==> config.mk <==
export PLATFORM = sky130hd
export DESIGN_NAME = dmw_decoder
export DESIGN_NICKNAME = d
export VERILOG_FILES = /design/src/rtl/dmw_pkg.sv /design/src/rtl/dmw_aperture.sv /design/src/rtl/dmw_xlate.sv /design/src/rtl/dmw_decoder.sv
export SDC_FILE = /design/constraint.sdc
export NUM_CORES = 1
export LEC_CHECK = 0
export ABC_CLOCK_PERIOD_IN_PS = 900
export BUFFER_PORTS_ARGS = -buffer_cell sky130_fd_sc_hd__buf_2
export CORE_ASPECT_RATIO = 0.6
export CORE_UTILIZATION = 54
export CTS_CLUSTER_DIAMETER = 100
export DETAILED_ROUTE_END_ITERATION = 7
export HOLD_SLACK_MARGIN = 0.02
export PLACE_DENSITY = 0.93
export RECOVER_POWER = 100
export SLEW_MARGIN = 20
export SYNTH_ARGS = -nofsm -noshare
export SYNTH_HDL_FRONTEND = slang
export SYNTH_SLANG_ARGS = --single-unit
export TNS_END_PERCENT = 100
==> constraint.sdc <==
create_clock -name clk_i -period 0.9 [get_ports clk_i]
set_input_delay 0.09 -clock clk_i [delete_from_list [all_inputs] [get_ports clk_i]]
set_output_delay 0.09 -clock clk_i [all_outputs]
set_load 0.05 [all_outputs]
==> src/rtl/dmw_pkg.sv <==
package dmw_pkg;
  parameter int DMW_ADDR_W = 20;
  parameter int DMW_OFF_W  = 20;
  parameter int DMW_WIN_W  = 17;  // widest aperture
  parameter int DMW_BANK_SPAN_W = 16;  // offset bits added to the bank
  parameter int DMW_LIN4_W = 17;  // wrap width of wrapping banked mode
  parameter int DMW_SLOTS  = 4;
  parameter logic [DMW_ADDR_W-1:0] DMW_MONO_BASE = 20'hB0000;

  typedef enum logic [1:0] {
    XL_PLAIN = 2'd0,
    XL_CHAIN = 2'd1,
    XL_BANK  = 2'd2,
    XL_LIN4  = 2'd3
  } xl_mode_e;

  function automatic int slot_bits(input int s);
    case (s)
      0: return 17;
      1: return 16;
      default: return 15;
    endcase
  endfunction

  function automatic logic [DMW_ADDR_W-1:0] slot_base(input int s);
    case (s)
      0, 1: return 20'hA0000;
      2: return 20'hB0000;
      default: return 20'hB8000;
    endcase
  endfunction
endpackage

==> src/rtl/dmw_aperture.sv <==
module dmw_aperture
  import dmw_pkg::*;
(
  input  logic [DMW_ADDR_W-1:0] addr_i,
  input  logic [1:0]            map_sel_i,
  input  logic                  mono_i,
  input  logic                  mono_wide_i,
  output logic                  in_win_o,
  output logic                  hole_o,
  output logic [DMW_WIN_W-1:0]  win_off_o
);
  localparam int NARROW_W = 15;
  localparam int WIDE_W   = 16;

  logic [DMW_SLOTS-1:0] slot_hit;
  logic [DMW_WIN_W-1:0] slot_off [DMW_SLOTS];

  for (genvar s = 0; s < DMW_SLOTS; s++) begin : g_slot
    localparam int B = slot_bits(s);
    localparam logic [DMW_ADDR_W-1:0] BASE = slot_base(s);
    assign slot_hit[s] = (addr_i[DMW_ADDR_W-1:B] == BASE[DMW_ADDR_W-1:B]);
    assign slot_off[s] = DMW_WIN_W'(addr_i[B-1:0]);
  end

  localparam logic [DMW_ADDR_W-1:0] HOLE_BASE = DMW_MONO_BASE + (DMW_ADDR_W'(1) << NARROW_W);

  logic mono_lo, mono_hi, mono_wide;
  assign mono_lo   = addr_i[DMW_ADDR_W-1:NARROW_W] == DMW_MONO_BASE[DMW_ADDR_W-1:NARROW_W];
  assign mono_hi   = addr_i[DMW_ADDR_W-1:NARROW_W] == HOLE_BASE[DMW_ADDR_W-1:NARROW_W];
  assign mono_wide = addr_i[DMW_ADDR_W-1:WIDE_W] == DMW_MONO_BASE[DMW_ADDR_W-1:WIDE_W];

  always_comb begin
    in_win_o  = 1'b0;
    hole_o    = 1'b0;
    win_off_o = '0;
    if (mono_i) begin
      if (mono_wide_i) begin
        in_win_o  = mono_wide;
        win_off_o = DMW_WIN_W'(addr_i[WIDE_W-1:0]);
      end else begin
        in_win_o  = mono_lo;
        hole_o    = mono_hi;
        win_off_o = DMW_WIN_W'(addr_i[NARROW_W-1:0]);
      end
    end else begin
      in_win_o  = slot_hit[map_sel_i];
      win_off_o = slot_off[map_sel_i];
    end
  end
endmodule

==> src/rtl/dmw_xlate.sv <==
module dmw_xlate
  import dmw_pkg::*;
(
  input  xl_mode_e              mode_i,
  input  logic [DMW_WIN_W-1:0]  win_off_i,
  input  logic [DMW_OFF_W-1:0]  bank_i,
  output logic [1:0]            plane_o,
  output logic [DMW_OFF_W-1:0]  offset_o
);
  localparam logic [DMW_OFF_W-1:0] LIN4_MASK = (DMW_OFF_W'(1) << DMW_LIN4_W) - DMW_OFF_W'(1);

  logic [DMW_OFF_W-1:0] banked;
  assign banked = bank_i + DMW_OFF_W'(win_off_i[DMW_BANK_SPAN_W-1:0]);

  always_comb begin
    plane_o  = 2'd0;
    offset_o = DMW_OFF_W'(win_off_i);
    unique case (mode_i)
      XL_CHAIN: begin
        plane_o  = win_off_i[1:0];
        offset_o = DMW_OFF_W'(win_off_i >> 2);
      end
      XL_BANK:  offset_o = banked;
      XL_LIN4:  offset_o = banked & LIN4_MASK;
      default:  ;
    endcase
  end
endmodule

==> src/rtl/dmw_decoder.sv <==
module dmw_decoder
  import dmw_pkg::*;
(
  input  logic                  clk_i,
  input  logic                  rst_ni,
  input  logic [DMW_ADDR_W-1:0] addr_i,
  input  logic [1:0]            map_sel_i,
  input  logic                  mono_i,
  input  logic                  mono_wide_i,
  input  logic [1:0]            mode_i,
  input  logic [DMW_OFF_W-1:0]  bank_i,
  input  logic                  rd_i,
  input  logic                  wr_i,
  output logic                  hit_o,
  output logic                  hole_o,
  output logic                  mem_rd_o,
  output logic                  mem_wr_o,
  output logic [1:0]            plane_o,
  output logic [DMW_OFF_W-1:0]  offset_o,
  output logic [7:0]            rdata_o
);
  localparam logic [7:0] HOLE_DATA = 8'hFF;
  localparam logic [DMW_OFF_W-1:0] LIN4_SPAN = DMW_OFF_W'(1) << DMW_LIN4_W;

  logic                 in_win, hole, acc;
  logic [DMW_WIN_W-1:0] win_off;
  logic [1:0]           plane_c;
  logic [DMW_OFF_W-1:0] off_c;
  xl_mode_e             mode;

  assign mode = xl_mode_e'(mode_i);
  assign acc  = rd_i | wr_i;

  dmw_aperture u_aperture (
    .addr_i      (addr_i),
    .map_sel_i   (map_sel_i),
    .mono_i      (mono_i),
    .mono_wide_i (mono_wide_i),
    .in_win_o    (in_win),
    .hole_o      (hole),
    .win_off_o   (win_off)
  );

  dmw_xlate u_xlate (
    .mode_i    (mode),
    .win_off_i (win_off),
    .bank_i    (bank_i),
    .plane_o   (plane_c),
    .offset_o  (off_c)
  );

  always_ff @(posedge clk_i or negedge rst_ni) begin
    if (!rst_ni) begin
      hit_o    <= 1'b0;
      hole_o   <= 1'b0;
      mem_rd_o <= 1'b0;
      mem_wr_o <= 1'b0;
      plane_o  <= 2'd0;
      offset_o <= '0;
      rdata_o  <= 8'h00;
    end else begin
      hit_o    <= acc & (in_win | hole);
      hole_o   <= acc & hole;
      mem_rd_o <= rd_i & in_win;
      mem_wr_o <= wr_i & in_win;
      plane_o  <= plane_c;
      offset_o <= off_c;
      rdata_o  <= (rd_i & hole) ? HOLE_DATA : 8'h00;
    end
  end

  assert_outside_quiet_R4: assert property (@(posedge clk_i) disable iff (!rst_ni)
    (!in_win && !hole) |=> (!hit_o && !mem_rd_o && !mem_wr_o));

  assert_chain_plane_R5: assert property (@(posedge clk_i) disable iff (!rst_ni)
    (acc && in_win && mode == XL_CHAIN) |=> (plane_o == $past(addr_i[1:0])));

  assert_lin4_wrap_R7: assert property (@(posedge clk_i) disable iff (!rst_ni)
    (mode == XL_LIN4) |=> (offset_o < LIN4_SPAN));

  assert_hole_no_write_R8: assert property (@(posedge clk_i) disable iff (!rst_ni)
    hole |=> (!mem_wr_o && !mem_rd_o));

  assert_hole_read_ff_R8: assert property (@(posedge clk_i) disable iff (!rst_ni)
    (rd_i && hole) |=> (rdata_o == HOLE_DATA && hit_o));

  assert_idle_no_hit_R10: assert property (@(posedge clk_i) disable iff (!rst_ni)
    !acc |=> (!hit_o && !hole_o));
endmodule

==> out/metrics.yaml, run 1 <==
outcome:
  status: "did not finish"
  stop_stage: "clock tree synthesis"
  first-error: "[ERROR DPL-0033] detailed placement checks failed during check placement."
place:
  hpwl_um: 6740
  gp_congestion: 0.933
  port_buffers: 83
logic_synthesis:
  synthFlopType: "dfrtp_1"
  ys_ff_latch: 27
  synth_edf_count: 0
  ys_async_sr_fraction_pct: 100
  syn_nets: 323
  yosysUniqueCellTypes: 58
  syn-instance-count: 256
  yosys_warnings: 0
  yosysSeqAreaShare_pct: 29.9
  postSynthAreaPerCell_um2: 8.83
  synth_area_um2: 2260
clock_network:
  cts_max_level: 1
  cts_hold_buf: 1
  cts_made_buffers: 3
  post_cts_buffers: 10
  cts_sinks: 27
  clockRootBuffer: "clkbuf_8"
  clockBufferDepth: 2
  post_cts_resize_count: 110
floorplanning:
  pin_count: 84
  num_rows: 17
  die_w_um: 85.5
  die_h_um: 52.1
  start_util_pct: 59.0
## kinds of logic after synthesis
logic type | synth area share (%)
simple gates | 19.7
compound gates | 25.5
flops | 29.9
fa+ha+maj | 9.75
buf+inv | 7.03
xor+xnor | 3.10
mux | 5.04
## cells in the mapped netlist (2+ instances only)
master / instances / share of area [%]
mux2i_1: 8 / 3.5
or3_1: 2 / 0.55
nand4_1: 4 / 1.1
nor3_4: 2 / 1.4
buf_2: 2 / 0.44
and3_1: 3 / 0.83
xor2_1: 3 / 1.2
buf_4: 7 / 2.3
o21ai_0: 10 / 2.2
and3_2: 2 / 0.66
nor3_1: 4 / 0.89
xnor2_1: 5 / 1.9
o21ai_1: 6 / 1.3
nor2_1: 13 / 2.2
buf_6: 2 / 1.0
a211oi_1: 10 / 3.3
ha_1: 16 / 8.9
a21o_1: 4 / 1.3
nor2b_1: 5 / 1.4
o21ai_2: 2 / 0.78
dfrtp_1: 27 / 30
o21a_1: 2 / 0.66
a31oi_1: 6 / 1.7
nand3_1: 11 / 2.4
o41ai_1: 2 / 0.78
mux2_2: 3 / 1.5
a21oi_2: 4 / 1.6
clkbuf_1: 4 / 0.66
nand2_1: 20 / 3.3
nand2b_1: 6 / 1.7
nor4_1: 3 / 0.83
o211ai_1: 3 / 1.0
a21oi_1: 19 / 4.2
inv_1: 12 / 2.0
## through the flow
| stage | setup TNS, ps | worst slack (ps) | instances | area [µm²] |
|---|---|---|---|---|
| after floorplan | -8420 | -793 | 256 | 2380 |
| after global placement | -14740 | -989 | 440 | 3260 |
| after detailed placement | -16870 | -1090 | 440 | 3260 |
==> run 2, diff against run 1 <==
--- a/config.mk
+++ b/config.mk
@@ -7,12 +7,9 @@
 export LEC_CHECK = 0
 export ABC_CLOCK_PERIOD_IN_PS = 900
 export BUFFER_PORTS_ARGS = -buffer_cell sky130_fd_sc_hd__buf_2
-export CORE_ASPECT_RATIO = 0.6
-export CORE_UTILIZATION = 54
-export CTS_CLUSTER_DIAMETER = 100
+export CORE_UTILIZATION = 40
 export DETAILED_ROUTE_END_ITERATION = 7
-export HOLD_SLACK_MARGIN = 0.02
-export PLACE_DENSITY = 0.93
+export PLACE_DENSITY_LB_ADDON = 0.15
 export RECOVER_POWER = 100
 export SLEW_MARGIN = 20
 export SYNTH_ARGS = -nofsm -noshare
==> run 2 against run 1 <==
The flow now finishes, with violations (setup timing). Synthesized cell count unchanged. Area after synthesis unchanged.
==> out/metrics.yaml, run 2 <==
worst_setup_path:
  cp.required_ps: 1050
  worstPathArrival_ps: 1610
  end_kind: "flop"
  critPathKind: "in2reg"
  worstPathMaxFanout: 3
  startpoint_type: "input pin"
run:
  max_cap_viol_count: 0
timing:
  relSlewSlack_pct: 75.6
  setup_viol_count_final: 41
  max_freq_mhz: 686
  hold_violations: 0
  finalMaxSlewViolations: 0
  post-route-min-period_ps: 1460
  rsz0062_at_grt: "true"
  min_period_over_period_pct: 162
  fin_ws_ps: -558
  worstMarginPinSlew_ps: 363
finish:
  antenna_cells: 0
  regMostFlops: "offset_o"
  mostFrequentLayoutCell: "buf_4"
  layout_common_cells: "buf_4 (68), buf_2 (38), buf_6 (34)"
  largest_reg_flops: 20
  syn2layout_area_growth_pct: 78.2
  largest_registers: "offset_o: 20 flops, plane_o: 2 flops"
  nNetsFinal: 471
  layout-drive-gt1-share_pct: 58.3
power_and_ir_drop:
  powerDensity_nw_per_um2: 1180
  power_mw: 4.75
  p_leak_nw: 1.86
  ir_drop_v: 0.000819
clock_network:
  clk_pin_slew_ps: 90
  cts_max_level: 1  # unchanged
  cts_tree: "done"
  clockBufferDepth: 2  # unchanged
  cts_sinks: 27  # unchanged
  clockRootBuffer: "clkbuf_8"  # unchanged
  cts_made_buffers: 3  # unchanged
global_route:
  grt.busiest_layer: "met2"
  use_met1_pct: 29.6
  grtUsageMet2_pct: 45.0
  grt-ovfl-total: 0
  met3_usage_pct: 2.50
  grt_pass1_wl_um: 11700
  grt_max_degree: 17
  grt_usage_pct: 24.4
  antenna_found_initial: 0
  grt_pass1_vias: 2520
floorplanning:
  die_w_um: 77.2  # was 85.5 µm
  num_rows: 27  # was 17
  start_util_pct: 41.3  # was 59.0%
  die_h_um: 77.2  # was 52.1 µm
  coreArea_um2: 5470
  pin_count: 84  # unchanged
  dieArea_um2: 5950
logic_synthesis:
  yosysMostFrequentCell: "dfrtp_1"  # unchanged
  synth_area_leader_cell: "dfrtp_1"  # unchanged
  synth_common_cells: "dfrtp_1 (27), nand2_1 (20), a21oi_1 (19)"  # unchanged
  yosys-top-cells-area: "dfrtp_1 (30%), ha_1 (8.9%), a21oi_1 (4.2%), mux2i_1 (3.5%), a211oi_1 (3.3%)"  # unchanged
  yosys_warnings: 0  # unchanged
  synth_area_um2: 2260  # unchanged
  synth_edf_count: 0  # unchanged
  ys_ff_latch: 27  # unchanged
  synthFlopType: "dfrtp_1"  # unchanged
  syn_nets: 323  # unchanged
  yosysUniqueCellTypes: 58  # unchanged
  postSynthAreaPerCell_um2: 8.83  # unchanged
  ys_async_sr_fraction_pct: 100  # unchanged
  yosysSeqAreaShare_pct: 29.9  # unchanged
  syn-instance-count: 256  # unchanged
  synth_top_area_share_pct: 29.9  # unchanged
route:
  wl_per_cell_um: 15.6
  viasPerCell: 5.29
  vias: 2513
  routed_wl_um: 7430
  drt_iter0_markers: 96
  drtPass1Iterations: 5
  post-route-drc-count: 0
  final_antenna_net_count: 0
outcome:
  violations: "setup timing"
  status: "finished, violations left"  # was did not finish
place:
  hpwl_um: 5270  # was 6740 µm
  gp_congestion: 0.828  # was 0.933
  port_buffers: 83  # unchanged
  dp_slack_ps: -990  # was -1090 ps
hold_path:
  hold_path.class: "in2reg"
[run 2: cell counts after synthesis]
No cell type changed its count.
[run 2: power by group]
| part | internal, mW | switching (mW) |
|---|---|---|
| Clock | 0.314 | 0.399 |
| Combinational | 1.20 | 1.43 |
| Sequential | 1.34 | 0.0655 |
| Total | 2.86 | 1.89 |
[run 2: final timing paths]
path	cells after the start	slack, ps	end	startpoint
setup / recovery	10	-560	offset_o[18]$_DFF_PN0_	bank_i[0]
hold / removal	3	50	mem_wr_o$_DFF_PN0_	wr_i
max in group asynchronous	3	120	offset_o[14]$_DFF_PN0_	rst_ni
min in group asynchronous	2	260	offset_o[3]$_DFF_PN0_	rst_ni
[run 2: cells by family (layout without fill, tap and decap cells)]
| group | Yosys count | after routing | share of synthesized area [%] |
|---|---|---|---|
| muxes | 11 | 11 | 5.04 |
| and+or+nand+nor | 82 | 82 | 19.7 |
| adders and majority gates | 17 | 17 | 9.75 |
| xor gates and xnor gates | 8 | 8 | 3.10 |
| AOI/OAI and AO/OA | 83 | 83 | 25.5 |
| buffers and inverters | 28 | 175 | 7.03 |
| DFF | 27 | 27 | 29.9 |
[run 2: critical path, stage by stage]
cell and delay [ps]:
buf_6 70, ha_4 130, inv_2 30, fa_2 330, nand2b_4 160, a21oi_4 140, o31ai_4 70, a211oi_2 290
o211ai_1 150, mux2i_1 150
[run 2: through the flow]
stage | area (µm²) | cells | hold WS [ps] | setup TNS (ps) | util (%)
global route | 4030 | 475 | 44.7 | -10740 | 73.6
finish | 4030 | 475 | 47.9 | -8990 | 73.6
floorplan | 2380 | 256 | -206 | -8420 | -
global placement | 3280 | 464 | 4.16 | -14490 | 59.9
CTS | 3850 | 473 | 27.3 | -8390 | 70.3
detailed placement | 3280 | 464 | 4.70 | -15040 | 59.9
[run 2: layout make-up]
class                      instances  area, µm²
clock buffer                       3       41.3
clock inverter                     1       7.51
fill                             392       1450
inverter                          12       45.0
multi-input combinational        201       1860
sequential                        27        677
tap                               72       90.1
timing repair buffer             159       1310
[run 2: what timing repair did]
action | in CTS | in global routing
hold buffers | 1 | 0
pin swaps | 31 | 21
resized for setup | 116 | 33
cloned | 0 | 0
setup buffers | 4 | 2
hold endpoints to repair | 13 | 0
endpoints found under the setup margin | 52 | 52
[run 2: layer usage]
metal  wire (µm)  part of all wire, %
met1        2980                   40
met2        3990                   54
met3         310                  4.2
met4         143                  1.9
met5           0                    0
Note: power is estimated with default switching activity, not from simulation.
==> run 3, diff against run 2 <==
--- a/config.mk
+++ b/config.mk
@@ -7,6 +7,7 @@
 export LEC_CHECK = 0
 export ABC_CLOCK_PERIOD_IN_PS = 900
 export BUFFER_PORTS_ARGS = -buffer_cell sky130_fd_sc_hd__buf_2
+export CORE_ASPECT_RATIO = 1.1
 export CORE_UTILIZATION = 40
 export DETAILED_ROUTE_END_ITERATION = 7
 export PLACE_DENSITY_LB_ADDON = 0.15
==> run 3 against run 2 <==
The run still ends with setup timing left. Non-clock buffer count is 2 higher. Combinational power is 5% lower. Utilization is 2.3 points lower. Sequential share of layout area is 0.79 points higher. Hold slack worse by 13 ps. Cell count is 1.1% higher. Critical path depth stayed put. Setup slack worse by 35 ps. Routed wire length is 7.0% lower. Power is 2.6% lower. Largest cell class unchanged.
==> out/metrics.yaml, run 3 (synthesized netlist as in run 2, its figures left out) <==
place:
  placed_cells: 465  # was 464
  port_buffers: 83  # unchanged
  dp_slack_ps: -1020  # was -990 ps
  dpl_cell_area_um2: 3280  # about the same
  hpwl_um: 5290  # was 5270 µm
  gp_congestion: 0.849  # was 0.828
finish:
  regMostFlops: "offset_o"  # unchanged
  antenna_cells: 0  # unchanged
  final_util_pct: 71.3  # was 73.6%
  syn2layout_area_growth_pct: 70.2  # was 78.2%
  postLayoutCellArea_um2: 3850  # was 4030 µm²
  largest_registers: "offset_o: 20 flops, plane_o: 2 flops"  # unchanged
  layout_common_cells: "buf_4 (72), buf_2 (44), buf_6 (29)"  # was buf_4 (68), buf_2 (38), buf_6 (34)
  layout-drive-gt1-share_pct: 53.6  # was 58.3%
  largest_reg_flops: 20  # unchanged
  nNetsFinal: 473  # was 471
  fin_cells: 480  # was 475
  mostFrequentLayoutCell: "buf_4"  # unchanged
floorplanning:
  die_h_um: 80.8  # was 77.2 µm
  die_w_um: 73.7  # was 77.2 µm
  coreArea_um2: 5400  # was 5470 µm²
  pin_count: 84  # unchanged
  start_util_pct: 41.9  # was 41.3%
  num_rows: 28  # was 27
  dieArea_um2: 5950  # about the same
outcome:
  status: "finished, violations left"  # unchanged
  violations: "setup timing"  # unchanged
global_route:
  antenna_found_initial: 0  # unchanged
  grt_max_degree: 28  # was 17
  grt_pass1_wl_um: 10800  # was 11700 µm
  grt_usage_pct: 23.5  # was 24.4%
  grt-ovfl-total: 0  # unchanged
  grt_pass1_vias: 2352  # was 2520
route:
  vias: 2487  # was 2513
  drtPass1Iterations: 4  # was 5
  final_antenna_net_count: 0  # unchanged
  post-route-drc-count: 0  # unchanged
  viasPerCell: 5.18  # was 5.29
  drt_iter0_markers: 64  # was 96
  routed_wl_um: 6900  # was 7430 µm
  wl_per_cell_um: 14.4  # was 15.6 µm
clock_network:
  cts_tree: "done"  # unchanged
  cts_sinks: 27  # unchanged
  clk_pin_slew_ps: 100  # was 90 ps
  clockBufferDepth: 2  # unchanged
  cts_max_level: 1  # unchanged
  cts_made_buffers: 3  # unchanged
  clockRootBuffer: "clkbuf_8"  # unchanged
worst_setup_path:
  critPathCapture: "offset_o[16]$_DFF_PN0_"  # was offset_o[18]$_DFF_PN0_
  worstPathArrival_ps: 1670  # was 1610 ps
  cp.required_ps: 1080  # was 1050 ps
  critPathKind: "in2reg"  # unchanged
  end_kind: "flop"  # unchanged
  startpoint_type: "input pin"  # unchanged
  crit_start: "addr_i[0]"  # was bank_i[0]
  worstPathMaxFanout: 3  # unchanged
timing:
  min_period_over_period_pct: 166  # was 162%
  max_freq_mhz: 670  # was 686 MHz
  relSlewSlack_pct: 71.0  # was 75.6%
  post-route-min-period_ps: 1490  # was 1460 ps
  worstMarginPinSlew_ps: 434  # was 363 ps
  whs_ps: 34.5  # was 47.9 ps
  fin_ws_ps: -593  # was -558 ps
  finalMaxSlewViolations: 0  # unchanged
  rsz0062_at_grt: "true"  # unchanged
  tns_ps: -10570  # was -8990 ps
  setup_viol_count_final: 47  # was 41
  hold_violations: 0  # unchanged
run:
  max_cap_viol_count: 0  # unchanged
power_and_ir_drop:
  power_mw: 4.63  # was 4.75 mW
  powerDensity_nw_per_um2: 1200  # was 1180 nW/µm²
  ir_drop_v: 0.000805  # was 0.000819 V
  p_leak_nw: 1.81  # was 1.86 nW
hold_path:
  hold_path.class: "in2reg"  # unchanged
  whs_path_depth: 3  # unchanged
-- run 3: final cells by class --
type / count / area, µm²
multi-input cells: 201 / 1720
fillers: 450 / 1550
repair buffers: 161 / 1260
flip-flops and latches: 27 / 677
well taps: 75 / 93.8
inverters: 12 / 45.0
clock buffers: 3 / 41.3
clock inverters: 1 / 7.51
-- run 3: routing by layer --
layer | up-vias | global-route usage (%) | part of all wire (%)
met4 | 0 | 5.00 | 0.70
met3 | 4 | 1.61 | 3.6
li1 | 1237 | - | -
met1 | 1184 | 28.8 | 44
met5 | - | 0 | 0
met2 | 62 | 44.5 | 52
-- run 3: worst min-delay path by stage --
stage / startpoint / end
after detailed placement: rst_ni / offset_o[19]$_DFF_PN0_
after CTS: wr_i / mem_wr_o$_DFF_PN0_
after global placement: rst_ni / offset_o[17]$_DFF_PN0_
after floorplan: rst_ni / hit_o$_DFF_PN0_
after global routing: wr_i / mem_wr_o$_DFF_PN0_
final: wr_i / mem_wr_o$_DFF_PN0_
-- run 3: power by group --
group          switching, mW  internal, mW  leakage [nW]
logic                   1.37          1.13          1.45
clock network          0.403         0.314        0.0217
registers             0.0635          1.34         0.334
-- run 3: worst max-delay path, stage by stage --
cell and delay, ps:
buf_8 100, ha_4 150, inv_2 40, fa_2 200, nand2b_4 140, a21oi_4 60, o31ai_4 230, a211oi_2 130
or3_1 350, a31o_1 180
-- run 3: repair_timing --
item,CTS,global route
hold buffers,1,0
endpoints found under the hold margin,27,0
endpoints found under the setup margin,52,52
pin swaps,20,12
buffers inserted,6,5
gates resized for setup,96,17
==> run 4, diff against run 3 <==
--- a/config.mk
+++ b/config.mk
@@ -5,6 +5,7 @@
 export SDC_FILE = /design/constraint.sdc
 export NUM_CORES = 1
 export LEC_CHECK = 0
+export ABC_AREA = 1
 export ABC_CLOCK_PERIOD_IN_PS = 900
 export BUFFER_PORTS_ARGS = -buffer_cell sky130_fd_sc_hd__buf_2
 export CORE_ASPECT_RATIO = 1.1
==> run 4 against run 3 <==
The flow still finishes with violations (setup timing). Final area grew 19%. Combinational power grew 13%. Area after synthesis up 10%. Power rose by 8.0%. Sequential share of layout area fell by 2.8 points. Routed wire length is 32% higher. First-iteration DRC count up 100%. Sequential cell count unchanged. Hold slack better by 1.0 ps. Non-clock buffer count decreased by 9. Clock power grew 8.4%.
==> out/metrics.yaml, run 4 <==
outcome:
  status: "finished, violations left"  # unchanged
  violations: "setup timing"  # unchanged
route:
  routed_wl_um: 9150  # was 6900 µm
  post-route-drc-count: 0  # unchanged
  wl_per_cell_um: 14.7  # was 14.4 µm
  final_antenna_net_count: 0  # unchanged
  drt_iter0_markers: 129  # was 64
  viasPerCell: 5.09  # was 5.18
  drtPass1Iterations: 5  # was 4
  vias: 3163  # was 2487
floorplanning:
  start_util_pct: 42.4  # was 41.9%
  dieArea_um2: 6550  # was 5950 µm²
  coreArea_um2: 5880  # was 5400 µm²
  die_h_um: 84.8  # was 80.8 µm
  pin_count: 84  # unchanged
  die_w_um: 77.3  # was 73.7 µm
  num_rows: 29  # was 28
timing:
  max_freq_mhz: 815  # was 670 MHz
  worstMarginPinSlew_ps: 440  # was 434 ps
  min_period_over_period_pct: 136  # was 166%
  rsz0062_at_grt: "true"  # unchanged
  fin_ws_ps: -327  # was -593 ps
  setup_viol_count_final: 54  # was 47
  finalMaxSlewViolations: 0  # unchanged
  relSlewSlack_pct: 70.3  # was 71.0%
  hold_violations: 0  # unchanged
  post-route-min-period_ps: 1230  # was 1490 ps
place:
  placed_cells: 607  # was 465
  gp_congestion: 0.900  # was 0.849
  hpwl_um: 6640  # was 5290 µm
  port_buffers: 83  # unchanged
finish:
  largest_reg_flops: 20  # unchanged
  regMostFlops: "offset_o"  # unchanged
  n_fill_cell: 400  # was 450
  nNetsFinal: 612  # was 473
  mostFrequentLayoutCell: "nand2_1"  # was buf_4
  antenna_cells: 0  # unchanged
  fin_cells: 621  # was 480
  largest_registers: "offset_o: 20 flops, plane_o: 2 flops"  # unchanged
  layout-drive-gt1-share_pct: 52.6  # was 53.6%
  layout_common_cells: "nand2_1 (89), inv_1 (70), buf_4 (56)"  # was buf_4 (72), buf_2 (44), buf_6 (29)
  syn2layout_area_growth_pct: 83.9  # was 70.2%
worst_setup_path:
  slowest_stage: "fa_2"  # was or3_1
  path_delay_family: "buffers and inverters"  # was compound AO/OA/AOI/OAI gates
  worstPathArrival_ps: 1400  # was 1670 ps
  end_kind: "flop"  # unchanged
  max_stage_delay_ps: 190  # was 350 ps
  cp.required_ps: 1080  # about the same
  worstPathMaxFanout: 2  # was 3
  critical_path_buf_inv_count: 6  # was 2
  critPathKind: "in2reg"  # unchanged
  startpoint_type: "input pin"  # unchanged
  crit_chain: "buf_8, ha_4, inv_2, fa_2, inv_2, nand2_4, nand3_4, buf_4, buf_6, buf_6, a21oi_2, nand3b_1, o211ai_1"  # was buf_8, ha_4, inv_2, fa_2, nand2b_4, a21oi_4, o31ai_4, a211oi_2, or3_1, a31o_1
hold_path:
  hold_path.class: "in2reg"  # unchanged
global_route:
  grt-ovfl-total: 0  # unchanged
  grt_usage_pct: 26.9  # was 23.5%
  grt_max_degree: 18  # was 28
  grt_pass1_vias: 3168  # was 2352
  grt_pass1_wl_um: 14000  # was 10800 µm
  antenna_found_initial: 0  # unchanged
logic_synthesis:
  ys_async_sr_fraction_pct: 100  # unchanged
  yosysMostFrequentCell: "nand2_1"  # was dfrtp_1
  synthFlopType: "dfrtp_1"  # unchanged
  yosys-top-cells-area: "dfrtp_1 (27%), nand2_1 (20%), inv_1 (12%), ha_1 (8.0%), nand3_1 (5.2%)"  # was dfrtp_1 (30%), ha_1 (8.9%), a21oi_1 (4.2%), mux2i_1 (3.5%), a211oi_1 (3.3%)
  synth_area_um2: 2490  # was 2260 µm²
  ys_ff_latch: 27  # unchanged
  postSynthAreaPerCell_um2: 6.25  # was 8.83 µm²
  synth_edf_count: 0  # unchanged
  yosysSeqAreaShare_pct: 27.1  # was 29.9%
  synth_top_area_share_pct: 27.1  # was 29.9%
  syn_nets: 466  # was 323
  synth_common_cells: "nand2_1 (131), inv_1 (79), nor2_1 (32)"  # was dfrtp_1 (27), nand2_1 (20), a21oi_1 (19)
  yosys_warnings: 0  # unchanged
  syn-instance-count: 399  # was 256
  synth_area_leader_cell: "dfrtp_1"  # unchanged
  yosysUniqueCellTypes: 30  # was 58
clock_network:
  cts_made_buffers: 3  # unchanged
  clockRootBuffer: "clkbuf_8"  # unchanged
  cts_max_level: 1  # unchanged
  clk_pin_slew_ps: 110  # was 100 ps
  cts_sinks: 27  # unchanged
  cts_tree: "done"  # unchanged
  clockBufferDepth: 2  # unchanged
power_and_ir_drop:
  power_mw: 5.00  # was 4.63 mW
  p_leak_nw: 2.39  # was 1.81 nW
  ir_drop_v: 0.000686  # was 0.000805 V
  powerDensity_nw_per_um2: 1090  # was 1200 nW/µm²
run:
  max_cap_viol_count: 0  # unchanged
[run 4: timing repair]
item | 4_1_cts | 5_1_grt
resized for setup | 168 | 55
hold buffers | 1 | 0
setup endpoints to repair | 52 | 55
pin swaps | 59 | 27
endpoints found under the hold margin | 27 | 0
setup buffers | 7 | 4
[run 4: cell families after synthesis]
logic type	count (synthesis)	synth area share, %
flops	27	27.1
simple gates	217	38.0
fa+ha+maj	17	8.84
buf+inv	94	15.5
compound gates	44	10.6
[run 4: final cells by class]
cell class	count	area [µm²]	share of cell area, %
Multi-Input combinational cell	278	2060	45.0
Timing Repair Buffer	152	1360	29.7
Clock buffer	3	41.3	0.901
Clock inverter	1	8.76	0.191
Sequential cell	27	677	14.8
Inverter	83	335	7.31
Tap cell	77	96.3	2.10
[run 4: path summary, 6_finish.rpt]
kind	endpoint	start	cells past startpoint	slack [ps]
setup / recovery	offset_o[4]$_DFF_PN0_	addr_i[0]	13	-330
hold / removal	mem_wr_o$_DFF_PN0_	wr_i	3	40
max in group asynchronous	offset_o[5]$_DFF_PN0_	rst_ni	3	100
min in group asynchronous	hit_o$_DFF_PN0_	rst_ni	2	260
[run 4: layer usage]
| metal | vias up | track usage (%) | part of all wire (%) |
|---|---|---|---|
| met5 | - | 0 | 0 |
| met4 | 0 | 12.9 | 3.2 |
| met3 | 25 | 1.85 | 4.8 |
| met2 | 128 | 49.9 | 53 |
| met1 | 1475 | 30.9 | 39 |
| li1 | 1535 | - | - |
[run 4: stage by stage]
step	utilization, %	hold WS, ps	setup slack (ps)	cell area (µm²)	setup TNS [ps]
after global placement	62.8	7.83	-757	3690	-11350
final	78.0	35.5	-327	4580	-6540
after global routing	78.0	40.7	-390	4580	-8170
after floorplan	-	-206	-440	2800	-4510
after CTS	74.6	27.2	-293	4380	-5200
after detailed placement	62.8	4.85	-843	3690	-11940
[run 4: worst min-delay path: cells and delay by family]
kind | cells | cell delay (ps)
buffers and inverters | 2 | 160
AND/OR/NAND/NOR | 1 | 50
[run 4: power by group]
part,internal [mW],switching [mW],leakage [nW]
clock network,0.327,0.451,0.0261
registers,1.32,0.0576,0.335
logic,1.22,1.62,2.03
total,2.87,2.12,2.39
